===== src/rtl/dmairq_pkg.sv =====
package dmairq_pkg;

  parameter int DefNumChan = 10;
  parameter int DefRegW    = 32;

  // Strobes issued by the control half to the datapath half.
  typedef struct packed {
    logic statWr;    // write to the status/enable word this cycle
    logic ctrlWr;    // write to the channel-select word this cycle
    logic condLoad;  // reload the wait condition from the current state
  } dmairq_strobe_t;

endpackage


===== src/rtl/dmairq_ctrl.sv =====
module dmairq_ctrl
  import dmairq_pkg::*;
(
  input  logic           clk,
  input  logic           rstN,
  input  logic           regWrEn,
  input  logic           regSel,
  output dmairq_strobe_t stb
);

  logic condLoadQ;

  // The condition is reloaded one cycle after a write, when the written
  // state is already visible in the registers.
  always_ff @(posedge clk) begin
    if (!rstN) condLoadQ <= 1'b0;
    else       condLoadQ <= regWrEn;
  end

  always_comb begin
    stb.statWr   = regWrEn && !regSel;
    stb.ctrlWr   = regWrEn &&  regSel;
    stb.condLoad = condLoadQ;
  end

  // every write is followed by a condition reload
  p_reload_after_write_r7: assert property (@(posedge clk) disable iff (!rstN)
    regWrEn |=> stb.condLoad);

  // a single write never targets both words
  p_single_target_r6: assert property (@(posedge clk) disable iff (!rstN)
    $onehot0({stb.statWr, stb.ctrlWr}));

endmodule


===== src/rtl/dmairq_datapath.sv =====
module dmairq_datapath
  import dmairq_pkg::*;
#(
  parameter int NumChan = DefNumChan,
  parameter int RegW    = DefRegW
) (
  input  logic                clk,
  input  logic                rstN,
  input  dmairq_strobe_t      stb,
  input  logic [NumChan-1:0]  chanDone,
  input  logic                regSel,
  input  logic [RegW-1:0]     regWrData,
  output logic [RegW-1:0]     regRdData,
  output logic                irqPending,
  output logic                waitCond
);

  localparam int HalfW = RegW / 2;

  logic [NumChan-1:0] statusQ;
  logic [HalfW-1:0]   maskQ;
  logic [NumChan-1:0] ctrlQ;
  logic               irqQ;
  logic               condQ;

  logic [NumChan-1:0] clrBits;
  logic [HalfW-1:0]   toggleBits;
  logic [NumChan-1:0] pendVec;
  logic               condNow;
  logic [HalfW-1:0]   statusWide;
  logic [RegW-1:0]    ctrlWide;

  assign clrBits    = regWrData[NumChan-1:0];
  assign toggleBits = regWrData[RegW-1:HalfW];

  // One flag per channel: a completion has priority over a clear.
  for (genvar i = 0; i < NumChan; i++) begin : g_flag
    always_ff @(posedge clk) begin
      if (!rstN)                         statusQ[i] <= 1'b0;
      else if (chanDone[i])              statusQ[i] <= 1'b1;
      else if (stb.statWr && clrBits[i]) statusQ[i] <= 1'b0;
    end
  end

  always_ff @(posedge clk) begin
    if (!rstN)           maskQ <= '0;
    else if (stb.statWr) maskQ <= maskQ ^ toggleBits;
  end

  always_ff @(posedge clk) begin
    if (!rstN)           ctrlQ <= '0;
    else if (stb.ctrlWr) ctrlQ <= regWrData[NumChan-1:0];
  end

  assign pendVec = maskQ[NumChan-1:0] & statusQ;
  assign condNow = &(statusQ | ~ctrlQ);

  always_ff @(posedge clk) begin
    if (!rstN) irqQ <= 1'b0;
    else       irqQ <= |pendVec;
  end

  always_ff @(posedge clk) begin
    if (!rstN)             condQ <= 1'b1;
    else if (stb.condLoad) condQ <= condNow;
  end

  always_comb begin
    statusWide              = '0;
    statusWide[NumChan-1:0] = statusQ;
    ctrlWide                = '0;
    ctrlWide[NumChan-1:0]   = ctrlQ;
  end

  assign regRdData  = regSel ? ctrlWide : {maskQ, statusWide};
  assign irqPending = irqQ;
  assign waitCond   = condQ;

  // a completion pulse leaves its flag set
  p_done_sets_r2: assert property (@(posedge clk) disable iff (!rstN)
    (|chanDone) |=> ((statusQ & $past(chanDone)) == $past(chanDone)));

  // a cleared flag without a simultaneous completion reads zero
  p_clear_flag_r3: assert property (@(posedge clk) disable iff (!rstN)
    stb.statWr |=> ((statusQ & $past(clrBits & ~chanDone)) == '0));

  // enable bits toggle under a write and hold otherwise
  p_toggle_mask_r4: assert property (@(posedge clk) disable iff (!rstN)
    stb.statWr |=> (maskQ == $past(maskQ ^ toggleBits)));
  p_mask_hold_r4: assert property (@(posedge clk) disable iff (!rstN)
    !stb.statWr |=> $stable(maskQ));

  // the interrupt line follows enabled pending flags by one cycle
  p_irq_follow_r5: assert property (@(posedge clk) disable iff (!rstN)
    1'b1 |=> (irqPending == $past(|(maskQ[NumChan-1:0] & statusQ))));

  // the select word changes only on its own write
  p_select_hold_r6: assert property (@(posedge clk) disable iff (!rstN)
    !stb.ctrlWr |=> $stable(ctrlQ));

  // the wait condition only moves on a reload
  p_cond_stable_r8: assert property (@(posedge clk) disable iff (!rstN)
    !stb.condLoad |=> $stable(waitCond));

  // completion beats a clear of the same flag
  p_set_wins_r9: assert property (@(posedge clk) disable iff (!rstN)
    (stb.statWr && |(chanDone & clrBits)) |=>
      ((statusQ & $past(chanDone & clrBits)) == $past(chanDone & clrBits)));

endmodule


===== src/rtl/dma_irq_cond_unit.sv =====
module dma_irq_cond_unit
  import dmairq_pkg::*;
#(
  parameter int NumChan = DefNumChan,
  parameter int RegW    = DefRegW
) (
  input  logic               clk,
  input  logic               rstN,
  input  logic [NumChan-1:0] chanDone,
  input  logic               regWrEn,
  input  logic               regSel,
  input  logic [RegW-1:0]    regWrData,
  output logic [RegW-1:0]    regRdData,
  output logic               irqPending,
  output logic               waitCond
);

  dmairq_strobe_t stb;

  dmairq_ctrl u_ctrl (
    .clk     (clk),
    .rstN    (rstN),
    .regWrEn (regWrEn),
    .regSel  (regSel),
    .stb     (stb)
  );

  dmairq_datapath #(
    .NumChan (NumChan),
    .RegW    (RegW)
  ) u_dp (
    .clk        (clk),
    .rstN       (rstN),
    .stb        (stb),
    .chanDone   (chanDone),
    .regSel     (regSel),
    .regWrData  (regWrData),
    .regRdData  (regRdData),
    .irqPending (irqPending),
    .waitCond   (waitCond)
  );

endmodule


===== config.mk =====
export PLATFORM = sky130hd
export DESIGN_NAME = dma_irq_cond_unit
export DESIGN_NICKNAME = d
export VERILOG_FILES = /design/src/rtl/dmairq_pkg.sv /design/src/rtl/dmairq_ctrl.sv /design/src/rtl/dmairq_datapath.sv /design/src/rtl/dma_irq_cond_unit.sv
export SDC_FILE = /design/constraint.sdc
export NUM_CORES = 1
export LEC_CHECK = 0
export BUFFER_PORTS_ARGS = -buffer_cell sky130_fd_sc_hd__buf_2
export CORE_ASPECT_RATIO = 0.6
export CORE_MARGIN = 3
export CORE_UTILIZATION = 48
export DETAILED_ROUTE_END_ITERATION = 8
export GPL_TIMING_DRIVEN = 0
export PLACE_DENSITY = 0.8
export SYNTH_ARGS = -nofsm -noshare
export SYNTH_HDL_FRONTEND = slang
export SYNTH_SLANG_ARGS = --single-unit

===== constraint.sdc =====
create_clock -name clk -period 1.2 [get_ports clk]
set_input_delay 0.06 -clock clk [delete_from_list [all_inputs] [get_ports clk]]
set_output_delay 0.06 -clock clk [all_outputs]
set_load 0.05 [all_outputs]

==> results.yml <==
min_path:
  hold_path_depth: 3
  hold_path.class: "input pin to flip-flop"
sta:
  tns_ns: 0
  finClkSkew_ns: 0.00544
  period_needed_ns: 1.17
  min_period_over_period_pct: 97.9
  grt_setup_unrepaired: "no"
  worstMarginPinSlew_ns: 0.542
  finalSetupViolCount: 0
  hold_viol: 0
  fmax_ghz: 0.851
  slew_violations: 0
  slew_headroom_pct: 63.8
clocking:
  clk_latency_ns: 0.29
  htree_levels: 2
  post_cts_buffers: 0
  cts_buffer_depth: 2
  cts_tree: "yes"
  numCtsBuffers: 5
  ctsRootBufferMaster: "clkbuf_8"
  cts.clk_slew.worst_paths_ns: 0.08
  numClockSinks: 39
critical_path:
  r2r_cells: 3
  start_kind: "flip-flop"
  cp.arrival_ns: 1.11
  critPathMaxFanout: 4
  path_class: "flip-flop to primary output"
  cp-end-kind: "primary output"
  required_ns: 1.14
detailed_routing:
  drc_errors: 0
  drt_iter0_drc: 83
  route.vias.total: 1697
  routed_via_density: 4.92
  ant_nets: 0
  post_drt_wl_per_cell_um: 13.6
  dr.pass1.iters: 4
  routed_wl_um: 4690
cells_and_area:
  layout.area.seq_um2: 783
  final_net_count: 343
  instances_no_fill: 345
  drive_above_1_share_pct: 35.2
  num_antenna_cells: 0
  area_delta_synth_final_pct: 32.6
  fill_cells: 318
  multi_input_area_mm2: 0.00102
placed_design:
  routabilityCongestion: 0.818
  hpwl_um: 3520
  numPortBuffers: 66
  dp_cells: 326
run_status:
  status: "finished clean"
logic_synthesis:
  muxShareOfSynthArea_pct: 5.81
  synth.avg_cell_area_um2: 9.31
  synthSimpleGateAreaFrac_pct: 23.8
  yosys-top-cells-area: "dfxtp_1 (40%), xor2_1 (7.2%), mux2_2 (5.8%), nor2b_1 (5.5%), nand3b_1 (5.0%)"
  synth_area_leader_cell: "dfxtp_1"
  ys_ff_latch: 39
  synth_top_area_share_pct: 40.3
  synth_top_family_by_area: "simple AND/OR/NAND/NOR gates"
  synth_xor_area_share_pct: 7.24
  synth_fa_ha_area_share_pct: 0
  syn-cell-area_mm2: 0.00194
  yosysUniqueCellTypes: 29
  synth_flop_cell: "dfxtp_1"
  synth_enable_flop_cells: 0
  synth_most_common_cell: "dfxtp_1"
  synth_compound_area_share_pct: 14.7
  yosys-top-cells-count: "dfxtp_1 (39), nand2_1 (20), nor2b_1 (17), nor2_1 (16), xor2_1 (16)"
  ys_seq_area_share_pct: 40.3
  synthCells: 208
  ys_warn_count: 0
  async_reset_ff_share_pct: 0
die:
  rows: 17
  dieArea_mm2: 0.00486
  die_w_um: 88.0
  pin_count: 80
  start_util_pct: 51.4
  core_mm2: 0.00376
  die_y_um: 55.2
global_routing:
  grt_pass1_vias: 1546
  grt_max_degree: 13
  grt_util_all_layers_pct: 19.4
  grt_pass1_wl_um: 7370
  gr-total-overflow: 0
  antenna_found_initial: 0
pwr:
  p_total_w: 0.00302
  power_per_cell_area_mw_per_mm2: 1180
  vdd_drop_max_mv: 0.689
  p_leak_nw: 1.19
job:
  cap_violations: 0
[critical path, cell delays in order, from the launching register on]
cell and delay (ns):
dfxtp_1 0.35, mux2_2 0.27, buf_2 0.21
[metal layers]
metal | share of wire [%] | track usage, %
met1 | 49 | 29.3
met2 | 43 | 27.5
met3 | 7.6 | 5.81
met4 | 0.53 | 3.28
met5 | 0 | 0
[placed cells by master (no fill, tap or decap), types with 4 or more instances in the layout]
cell and count:
xor2_1 16, dlygate4sd3_1 11, dfxtp_1 37, conb_1 6, a21boi_0 9, nor2b_1 17
buf_2 58, buf_4 15, mux2_2 10, inv_1 4, nand3b_1 13, o21a_1 10
buf_6 5, nor2_1 16, a21oi_1 10, nand2b_1 7, clkbuf_8 5, nand2_1 20
[kinds of logic (layout without fill, tap and decap cells)]
group / count (synthesis) / count (layout)
xor gates and xnor gates: 16 / 16
and+or+nand+nor: 79 / 79
DFF: 39 / 39
muxes: 10 / 10
other: 1 / 6
buffers and inverters: 23 / 108
AOI/OAI and AO/OA: 40 / 40
[stage by stage]
stage	cell area (um^2)	hold WS, ns	utilization, %	setup WS [ns]
6_report	2570	0.0146	68.2	0.0256
5_1_grt	2570	0.0171	68.2	0.00178
4_1_cts	2540	0.0162	67.5	0.00768
3_5_place_dp	2340	0.272	62.3	0.154
2_1_floorplan	1960	0.138	-	0.0617
3_3_place_gp	2340	0.270	62.3	0.151
[final timing paths]
kind / start / end / slack (ns)
setup / recovery: u_dp.statusQ[5]$_SDFFE_PN0P_ / regRdData[5] / 0.03
hold / removal: regWrData[9] / u_dp.ctrlQ[9]$_SDFFE_PN0P_ / 0.01
setup reg to reg: u_dp.statusQ[2]$_SDFFE_PN0P_ / u_dp.waitCond$_SDFFE_PN1P_ / 0.15
hold reg to reg: u_dp.ctrlQ[2]$_SDFFE_PN0P_ / u_dp.ctrlQ[2]$_SDFFE_PN0P_ / 0.48
[state kept, by name, indices dropped and copies added (netlist names)]
register / count
u_dp.waitCond: 1
u_dp.statusQ: 10
u_ctrl.condLoadQ: 1
u_dp.irqPending: 1
u_dp.maskQ: 16
u_dp.ctrlQ: 10
[what timing repair did]
action,in CTS,in global routing
endpoints found under the hold margin,11,0
gates resized for setup,1,19
hold buffers,11,0
setup endpoints to repair,1,11
[area by class of cell]
cell class / count / area share (%)
Timing Repair Buffer: 77 / 18.2
Multi-Input combinational cell: 151 / 39.7
Inverter: 5 / 0.731
Tap cell: 47 / 2.29
Sequential cell: 39 / 30.5
Clock inverter: 3 / 0.585
Clock buffer: 5 / 2.68
Buffer: 18 / 5.26
[power breakdown]
part	total (W)	internal (W)	leakage [nW]	switching, W
clock network	0.000863	0.000398	0.0477	0.000465
registers	0.00144	0.00138	0.322	0.0000677
logic	0.000713	0.000289	0.817	0.000424
total	0.00302	0.00206	1.19	0.000957
Power figures use the tool's default switching activity.
